### src/rtl/stat_bank_pkg.sv
package stat_bank_pkg;
   localparam int unsigned WORD_BYTES = 4;
   localparam int unsigned BYTE_SEL_W = 2;

   typedef enum logic [1:0] {
      ACC_NONE  = 2'd0,
      ACC_READ  = 2'd1,
      ACC_HOLE  = 2'd2,
      ACC_BURST = 2'd3
   } acc_kind_e;
endpackage

### src/rtl/stat_bank_dec.sv
module stat_bank_dec
   import stat_bank_pkg::*;
#(
   parameter int unsigned NUM_CTR = 8,
   parameter int unsigned ADDR_W  = 8
) (
   input  logic               req_i,
   input  logic               burst_i,
   input  logic [ADDR_W-1:0]  addr_i,
   output acc_kind_e          kind_o,
   output logic [NUM_CTR-1:0] sel_o
);
   localparam int unsigned IDX_W = ADDR_W - BYTE_SEL_W;

   logic [IDX_W-1:0] word_idx;
   logic             in_map;

   assign word_idx = addr_i[ADDR_W-1:BYTE_SEL_W];
   assign in_map   = (32'(word_idx) < NUM_CTR);

   always_comb begin
      kind_o = ACC_NONE;
      if (req_i) begin
         if (burst_i)     kind_o = ACC_BURST;
         else if (in_map) kind_o = ACC_READ;
         else             kind_o = ACC_HOLE;
      end
   end

   for (genvar k = 0; k < NUM_CTR; k++) begin : g_sel
      assign sel_o[k] = (kind_o == ACC_READ) && (32'(word_idx) == k);
   end

   always_comb begin
      if (kind_o == ACC_READ)
         a_sel_onehot_r2: assert ($onehot0(sel_o) && (sel_o != '0));
      else
         a_sel_idle_r7: assert (sel_o == '0);
   end
endmodule

### src/rtl/stat_bank_cell.sv
module stat_bank_cell #(
   parameter int unsigned CTR_W = 32
) (
   input  logic             clk,
   input  logic             rst_n,
   input  logic             evt_i,
   input  logic             rd_sel_i,
   input  logic             clr_en_i,
   output logic [CTR_W-1:0] cnt_o
);
   logic [CTR_W-1:0] cnt_q;

   always_ff @(posedge clk) begin
      if (rd_sel_i && clr_en_i)
         cnt_q <= CTR_W'(evt_i);
      else if (evt_i)
         cnt_q <= cnt_q + 1'b1;
   end

   assign cnt_o = cnt_q;

   p_clear_zero_r4: assert property (@(posedge clk) disable iff (!rst_n)
      (rd_sel_i && clr_en_i && !evt_i) |=> (cnt_q == '0));

   p_clear_keeps_evt_r6: assert property (@(posedge clk) disable iff (!rst_n)
      (rd_sel_i && clr_en_i && evt_i) |=> (cnt_q == CTR_W'(1)));
endmodule

### src/rtl/stat_bank_mux.sv
module stat_bank_mux #(
   parameter int unsigned NUM_CTR = 8,
   parameter int unsigned CTR_W   = 32,
   parameter int unsigned BUS_W   = 32
) (
   input  logic [NUM_CTR*CTR_W-1:0] cnt_flat_i,
   input  logic [NUM_CTR-1:0]       sel_i,
   output logic [BUS_W-1:0]         word_o
);
   logic [NUM_CTR-1:0][CTR_W-1:0] masked;
   logic [CTR_W-1:0]              merged;

   for (genvar k = 0; k < NUM_CTR; k++) begin : g_mask
      assign masked[k] = cnt_flat_i[k*CTR_W +: CTR_W] & {CTR_W{sel_i[k]}};
   end

   always_comb begin
      merged = '0;
      for (int k = 0; k < NUM_CTR; k++) merged = merged | masked[k];
   end

   if (CTR_W == BUS_W) begin : g_direct
      assign word_o = merged;
   end else begin : g_pad
      assign word_o = {{(BUS_W-CTR_W){1'b0}}, merged};
   end
endmodule

### src/rtl/stat_bank.sv
module stat_bank
   import stat_bank_pkg::*;
#(
   parameter int unsigned NUM_CTR = 8,
   parameter int unsigned CTR_W   = 32,
   parameter int unsigned BUS_W   = 32,
   parameter int unsigned ADDR_W  = 8
) (
   input  logic               clk,
   input  logic               rst_n,
   input  logic               clr_mode_i,
   input  logic [NUM_CTR-1:0] evt_i,
   input  logic               req_i,
   input  logic               burst_i,
   input  logic [ADDR_W-1:0]  addr_i,
   output logic [BUS_W-1:0]   rdata_o,
   output logic               rvalid_o,
   output logic               err_o
);
   localparam int unsigned IDX_W = ADDR_W - BYTE_SEL_W;

   if (ADDR_W <= BYTE_SEL_W) begin : g_bad_addr
      $error("stat_bank: ADDR_W must exceed the byte-select width");
   end
   if (NUM_CTR < 1 || NUM_CTR > (1 << IDX_W)) begin : g_bad_num
      $error("stat_bank: NUM_CTR does not fit the address window");
   end
   if (CTR_W < 1 || CTR_W > BUS_W) begin : g_bad_width
      $error("stat_bank: CTR_W must be between 1 and BUS_W");
   end

   acc_kind_e                kind;
   logic [NUM_CTR-1:0]       sel;
   logic [NUM_CTR*CTR_W-1:0] cnt_flat;
   logic [BUS_W-1:0]         mux_word;
   logic                     clr_en;

   assign clr_en = ~clr_mode_i;

   stat_bank_dec #(.NUM_CTR(NUM_CTR), .ADDR_W(ADDR_W)) u_dec (
      .req_i   (req_i),
      .burst_i (burst_i),
      .addr_i  (addr_i),
      .kind_o  (kind),
      .sel_o   (sel)
   );

   for (genvar k = 0; k < NUM_CTR; k++) begin : g_ctr
      stat_bank_cell #(.CTR_W(CTR_W)) u_cell (
         .clk      (clk),
         .rst_n    (rst_n),
         .evt_i    (evt_i[k]),
         .rd_sel_i (sel[k]),
         .clr_en_i (clr_en),
         .cnt_o    (cnt_flat[k*CTR_W +: CTR_W])
      );
   end

   stat_bank_mux #(.NUM_CTR(NUM_CTR), .CTR_W(CTR_W), .BUS_W(BUS_W)) u_mux (
      .cnt_flat_i (cnt_flat),
      .sel_i      (sel),
      .word_o     (mux_word)
   );

   always_ff @(posedge clk or negedge rst_n) begin
      if (!rst_n) begin
         rvalid_o <= 1'b0;
         err_o    <= 1'b0;
         rdata_o  <= '0;
      end else begin
         rvalid_o <= (kind == ACC_READ) || (kind == ACC_HOLE);
         err_o    <= (kind == ACC_BURST);
         rdata_o  <= (kind == ACC_READ) ? mux_word : '0;
      end
   end

   p_read_valid_r3: assert property (@(posedge clk) disable iff (!rst_n)
      (req_i && !burst_i) |=> (rvalid_o && !err_o));

   p_idle_quiet_r3: assert property (@(posedge clk) disable iff (!rst_n)
      !req_i |=> (!rvalid_o && !err_o));

   p_burst_reject_r8: assert property (@(posedge clk) disable iff (!rst_n)
      (req_i && burst_i) |=> (err_o && !rvalid_o && rdata_o == '0));

   p_hole_zero_r7: assert property (@(posedge clk) disable iff (!rst_n)
      (kind == ACC_HOLE) |=> (rvalid_o && rdata_o == '0));
endmodule

### config.mk
export PLATFORM = sky130hd
export DESIGN_NAME = stat_bank
export DESIGN_NICKNAME = d
export VERILOG_FILES = /design/src/rtl/stat_bank_pkg.sv /design/src/rtl/stat_bank_dec.sv /design/src/rtl/stat_bank_cell.sv /design/src/rtl/stat_bank_mux.sv /design/src/rtl/stat_bank.sv
export SDC_FILE = /design/constraint.sdc
export NUM_CORES = 1
export LEC_CHECK = 0
export ABC_CLOCK_PERIOD_IN_PS = 3100
export BUFFER_PORTS_ARGS = -buffer_cell sky130_fd_sc_hd__buf_2
export CAP_MARGIN = 20
export CORE_MARGIN = 5
export CORE_UTILIZATION = 62
export DETAILED_ROUTE_END_ITERATION = 10
export HOLD_SLACK_MARGIN = 0.12
export PLACE_DENSITY = 0.8
export SYNTH_ARGS = -nofsm -noshare
export SYNTH_HDL_FRONTEND = slang
export SYNTH_SLANG_ARGS = --single-unit
### constraint.sdc
create_clock -name clk -period 3.1 [get_ports clk]
set_clock_uncertainty 0.15 [all_clocks]
set_input_delay 0.155 -clock clk [delete_from_list [all_inputs] [get_ports clk]]
set_output_delay 0.155 -clock clk [all_outputs]
set_load 0.02 [all_outputs]
* After elaboration in Yosys (flattened, before gate mapping)
Cells that the tools add are included.
Word-level totals: bits in registers 290, logic and storage cells 100
Operators by class: $add $sub $neg 8, magnitude comparators 1, equal/unequal tests 10, multiplexer cells 20, bitwise logic cells 16, reduce and logical (&&, ||, !) cells 26
Operators by type and width (number):
- adder 32 x 1 -> 32 bit (second input constant) | 8
- AND 32 bit | 8
- bitwise OR 32 bit | 7
- 2-to-1 mux 32 bit | 1
- equality test 6 x 3 -> 1 bit (second input constant) | 4
- logical AND 1 bit | 16
- 2-to-1 mux 1 bit | 16
- nonzero test 2 bit | 8
- equality test 6 x 2 -> 1 bit (second input constant) | 2
- equality test 6 x 1 -> 1 bit (second input constant) | 1
- zero test 6 bit | 1
- less-than comparator 6 x 4 -> 1 bit (second input constant) | 1
- 2-to-1 mux 2 bit | 3
- equality test 2 bit (second input constant) | 2
- equality test 2 x 1 -> 1 bit (second input constant) | 1
- logical OR 1 bit | 1
- NOT 1 bit | 1

* Logic depth before layout (Yosys ltp)
depth after elaboration 15, depth in mapped cells 8, depth with buffers taken out 6

* Cells and area by module
From an unflattened synthesis, not the netlist that was laid out.
Unflattened totals: cell total of the unflattened synthesis 1732, area, all modules 15288.4 µm²
By module, submodules not included:
- stat_bank_cell | times used 8, cells an instance 182, area each 1591.5 µm², seq. area each 650.6 µm²
- stat_bank_mux | times used 1, cells an instance 184, area each 1318.8 µm², seq. area each 0.0 µm²
- stat_bank | times used 1, cells an instance 74, area each 1134.8 µm², seq. area each 850.8 µm²
- stat_bank_dec | times used 1, cells an instance 18, area each 102.6 µm², seq. area each 0.0 µm²

* Worst setup path after synthesis
No wires, ideal clock.
path type register to register, from reg g_ctr[6].u_cell.cnt_q[0], to reg g_ctr[6].u_cell.cnt_q[26], library setup time 0.128 ns, arrival time 1.865 ns, slack 0.957 ns, stages on the path, launching flop included 8, period minus slack after synthesis 2.143 ns, cell sequence edfxtp_1 ha_1 nand4_1 or4b_1 buf_2 nor4_1 xnor2_1 nor2_1
On the way: longest elaborated chain between the ends 1
Ends and longest elaborated chain:
- start, declared | RTL line stat_bank_cell.sv:11 | logic [CTR_W-1:0] cnt_q;
- start signal, assigned | RTL line stat_bank_cell.sv:15 | cnt_q <= CTR_W'(evt_i);
- start signal, assigned | RTL line stat_bank_cell.sv:17 | cnt_q <= cnt_q + 1'b1;
- adder 32 x 1 -> 32 bit | RTL line stat_bank_cell.sv:17
Every way passes these cells. A chain may end at the register's enable or synchronous reset.

* Worst setup path after layout
from in addr_i[6], to reg g_ctr[7].u_cell.cnt_q[1]
On the way: longest elaborated chain between the ends 7, elaborated cells on any way between the ends 8, classes of those cells order compare (1); eq/ne (2); mux (3); reduce/logical (2)
Ends and longest elaborated chain:
- start, declared | RTL line stat_bank.sv:15 | input logic [ADDR_W-1:0] addr_i,
- less-than comparator 6 x 4 -> 1 bit | RTL line stat_bank_dec.sv:19 | assign in_map = (32'(word_idx) < NUM_CTR);
- 2-to-1 mux 2 bit | RTL line stat_bank_dec.sv:25 | else if (in_map) kind_o = ACC_READ;
- 2-to-1 mux 2 bit | RTL line stat_bank_dec.sv:24 | if (burst_i) kind_o = ACC_BURST;
- 2-to-1 mux 2 bit | RTL line stat_bank_dec.sv:23 | if (req_i) begin
- equality test 2 x 1 -> 1 bit | RTL line stat_bank_dec.sv:31 | assign sel_o[k] = (kind_o == ACC_READ) && (32'(word_idx) == k);
- logical AND 1 bit * | RTL line stat_bank_dec.sv:31
- logical AND 1 bit * | RTL line stat_bank_cell.sv:14 | if (rd_sel_i && clr_en_i)
- end signal, assigned | RTL line stat_bank_cell.sv:15
- end signal, assigned | RTL line stat_bank_cell.sv:17
- end, declared | RTL line stat_bank_cell.sv:11
Mark *: on every way between the ends. The rest lies on a longest branch, timed or not.

==> metrics.txt <==
run status finished, final reports clean; row count between 50 and 60; clock-pin transition on the worst setup and hold timing paths around 0.06 ns; Synth Cell Area about 14000 µm²; die span in y around 160 µm; post-CTS sizing 0; Synth Flop Type dfxtp_1; I/O Pins 55; vias post-DR 12200; Root Buffer clkbuf_16; fin. max-slew vios 0; Synth top area share about a third; detailed placement HPWL around 26000 µm; top-count cell post-synth nor2_1; nets@finish 1720; register bit total from synthesis between 200 and 300; Yosys Warn Count 0; post-synth net total approximately 1700; post-route ant nets 0; CP startpoint kind input pin; Worst Path Required between 3 and 4 ns; critical path class in -> reg; number of synthesized flops with an enable pin 8; drt pass-1 iters 5; clk_lat worst skew between 0.5 and 0.6 ns; post-synthesis sequential area ratio 41.9%; Layout area overhead 12.4%; Die X around 160 µm; Peak VDD IR ~460 µV; gr usage total between 20 and 30%; synth top area cells dfxtp_1 (34%), nor2_1 (7.2%), xor2_1 (7.0%), xnor2_1 (6.7%), dfrtp_1 (5.9%); slew margin rel. approximately 47%; initial antenna violation count 2; vias in the first global route about 12000; reg2reg start g_ctr[6].u_cell.cnt_o[0]; most frequent cells after synthesis nor2_1 (277), dfxtp_1 (248), nand2_1 (159), xor2_1 (116), xnor2_1 (110); Core Area 22800 µm²; crit path launch addr_i[6]; maximum root-to-sink buffer count 3; leakage a little over 0.006 µW; top cell type by total area after synthesis dfxtp_1; critical hold path startpoint addr_i[7]; Tmin final about 2.6 ns; initial DRC count around 1300; Least-Margin Pin Slew around 0.79 ns; IO Port Bufs 52; ys async rst share around an eighth; Fin Setup TNS 0 ns; Synth cell types 45; global route overflow 0; Avg Inst Size Synth a little under 9 µm²; Power Density roughly 560 nW/µm²; Worst Path Arrival around 2.9 ns; DRC 0; Setup crit end kind flip-flop; fmax 387 MHz; hold slack around 0.13 ns; Final Hold Viols 0; average wire per standard cell between 15 and 20 µm; Tcrit/Tclk final a little over four fifths; first-pass GRT wire length roughly 60000 µm; RSZ-0062 raised after global routing false; # fillers 1716; number of buffers created by CTS 31; DR vias/cell roughly 6.0; largest net degree at the start of global routing 35; crit path max fanout 20; share of layout cells above drive strength 1 11.0%; MaxCap Viol Count 0; Die ar. between 20000 and 30000 µm²; Routed WL about 37000 µm; CTS tree yes; Hold WC Path Type in -> reg; RD Place Congestion around 0.91; H-tree depth 1; Initial Util a little under two thirds; final setup vio count 0; Synth Instances about 1600; number of clock sinks just under 300
## metal layers
| layer | vias to the layer above | global-route usage [%] | wire length (µm) |
|---|---|---|---|
| met2 | 492 | 45.3 | 17100 |
| li1 | 5805 | - | - |
| met1 | 5849 | 38.6 | 15200 |
| met4 | 2 | 10.2 | 1500 |
| met5 | - | 0 | 13 |
| met3 | 98 | 3.75 | 2750 |
## worst max-delay path, cell delays in order
cell and delay (ns):
dlygate4sd3_1 0.54, buf_2 0.12, or4b_4 0.55, or2_1 0.29
nor4b_4 0.28, buf_4 0.31, nor2_1 0.08, dlygate4sd3_1 0.55
## per-stage QoR
step,instance area [µm²],setup slack (ns),cells,total power [µW],utilization [%]
global route,16300,0.434,2030,9460,71.4
detailed placement,15000,0.592,1951,5460,66.0
finish,16300,0.513,2030,9070,71.4
global placement,15000,0.659,1951,5390,66.0
floorplan,14500,0.957,1637,5120,-
CTS,16300,0.574,2029,9080,71.3
## flip-flops by register name (all words and copies together) (netlist names)
name	count
rdata_o	32
g_ctr.u_cell.cnt_o	256
rvalid_o	1
err_o	1
## power breakdown
group	switching (µW)	total, µW	leakage, µW	internal [µW]
combinational	499	949	0.00313	450
sequential	454	4520	0.00256	4070
clock	1510	3600	0.000503	2090
## kinds of logic after synthesis
logic type | synth area share (%)
AOI/OAI and AO/OA | 4.79
xor gates and xnor gates | 13.7
adders and majority gates | 0.692
buffers and inverters | 3.23
DFF | 41.9
muxes | 8.39
and+or+nand+nor | 27.3
## final timing paths
path	end	slack (ns)	cells past startpoint
hold / removal	rdata_o[6]	0.13	6
min in group asynchronous	rdata_o[11]	0.48	4
setup reg to reg	g_ctr[6].u_cell.cnt_o[28]	0.56	6
hold reg to reg	rdata_o[31]	0.33	2
max in group asynchronous	rdata_o[9]	2.14	4
setup / recovery	g_ctr[7].u_cell.cnt_o[1]	0.51	8
## cells in the final DEF (no fill, tap or decap), types with 32 or more instances in the layout
master   instances
a21oi_1         43
a22oi_1         32
and4_1          38
buf_2           51
dfrtp_1         34
dfxtp_1        248
mux2i_1         48
mux4_2          32
nand2_1        159
nand3_1         81
nand4_1         80
nor2_1         274
nor4_1          47
o21ai_0         43
xnor2_1        110
xor2_1         116
## final cells by class
class	count	area, µm²	share of cell area [%]
Antenna cell	1	2.50	0.0154
Timing Repair Buffer	103	718	4.42
Sequential cell	290	6060	37.3
Inverter	31	116	0.716
Multi-Input combinational cell	1234	7970	49.1
Tap cell	313	392	2.41
Clock buffer	45	898	5.53
Clock inverter	13	97.6	0.600
## repair_timing
item                                    CTS  global route
hold buffers                             20             0
setup buffers                             0             0
endpoints found under the hold margin   168             0
endpoints found under the setup margin    0             0
Power figures use the tool's default switching activity.
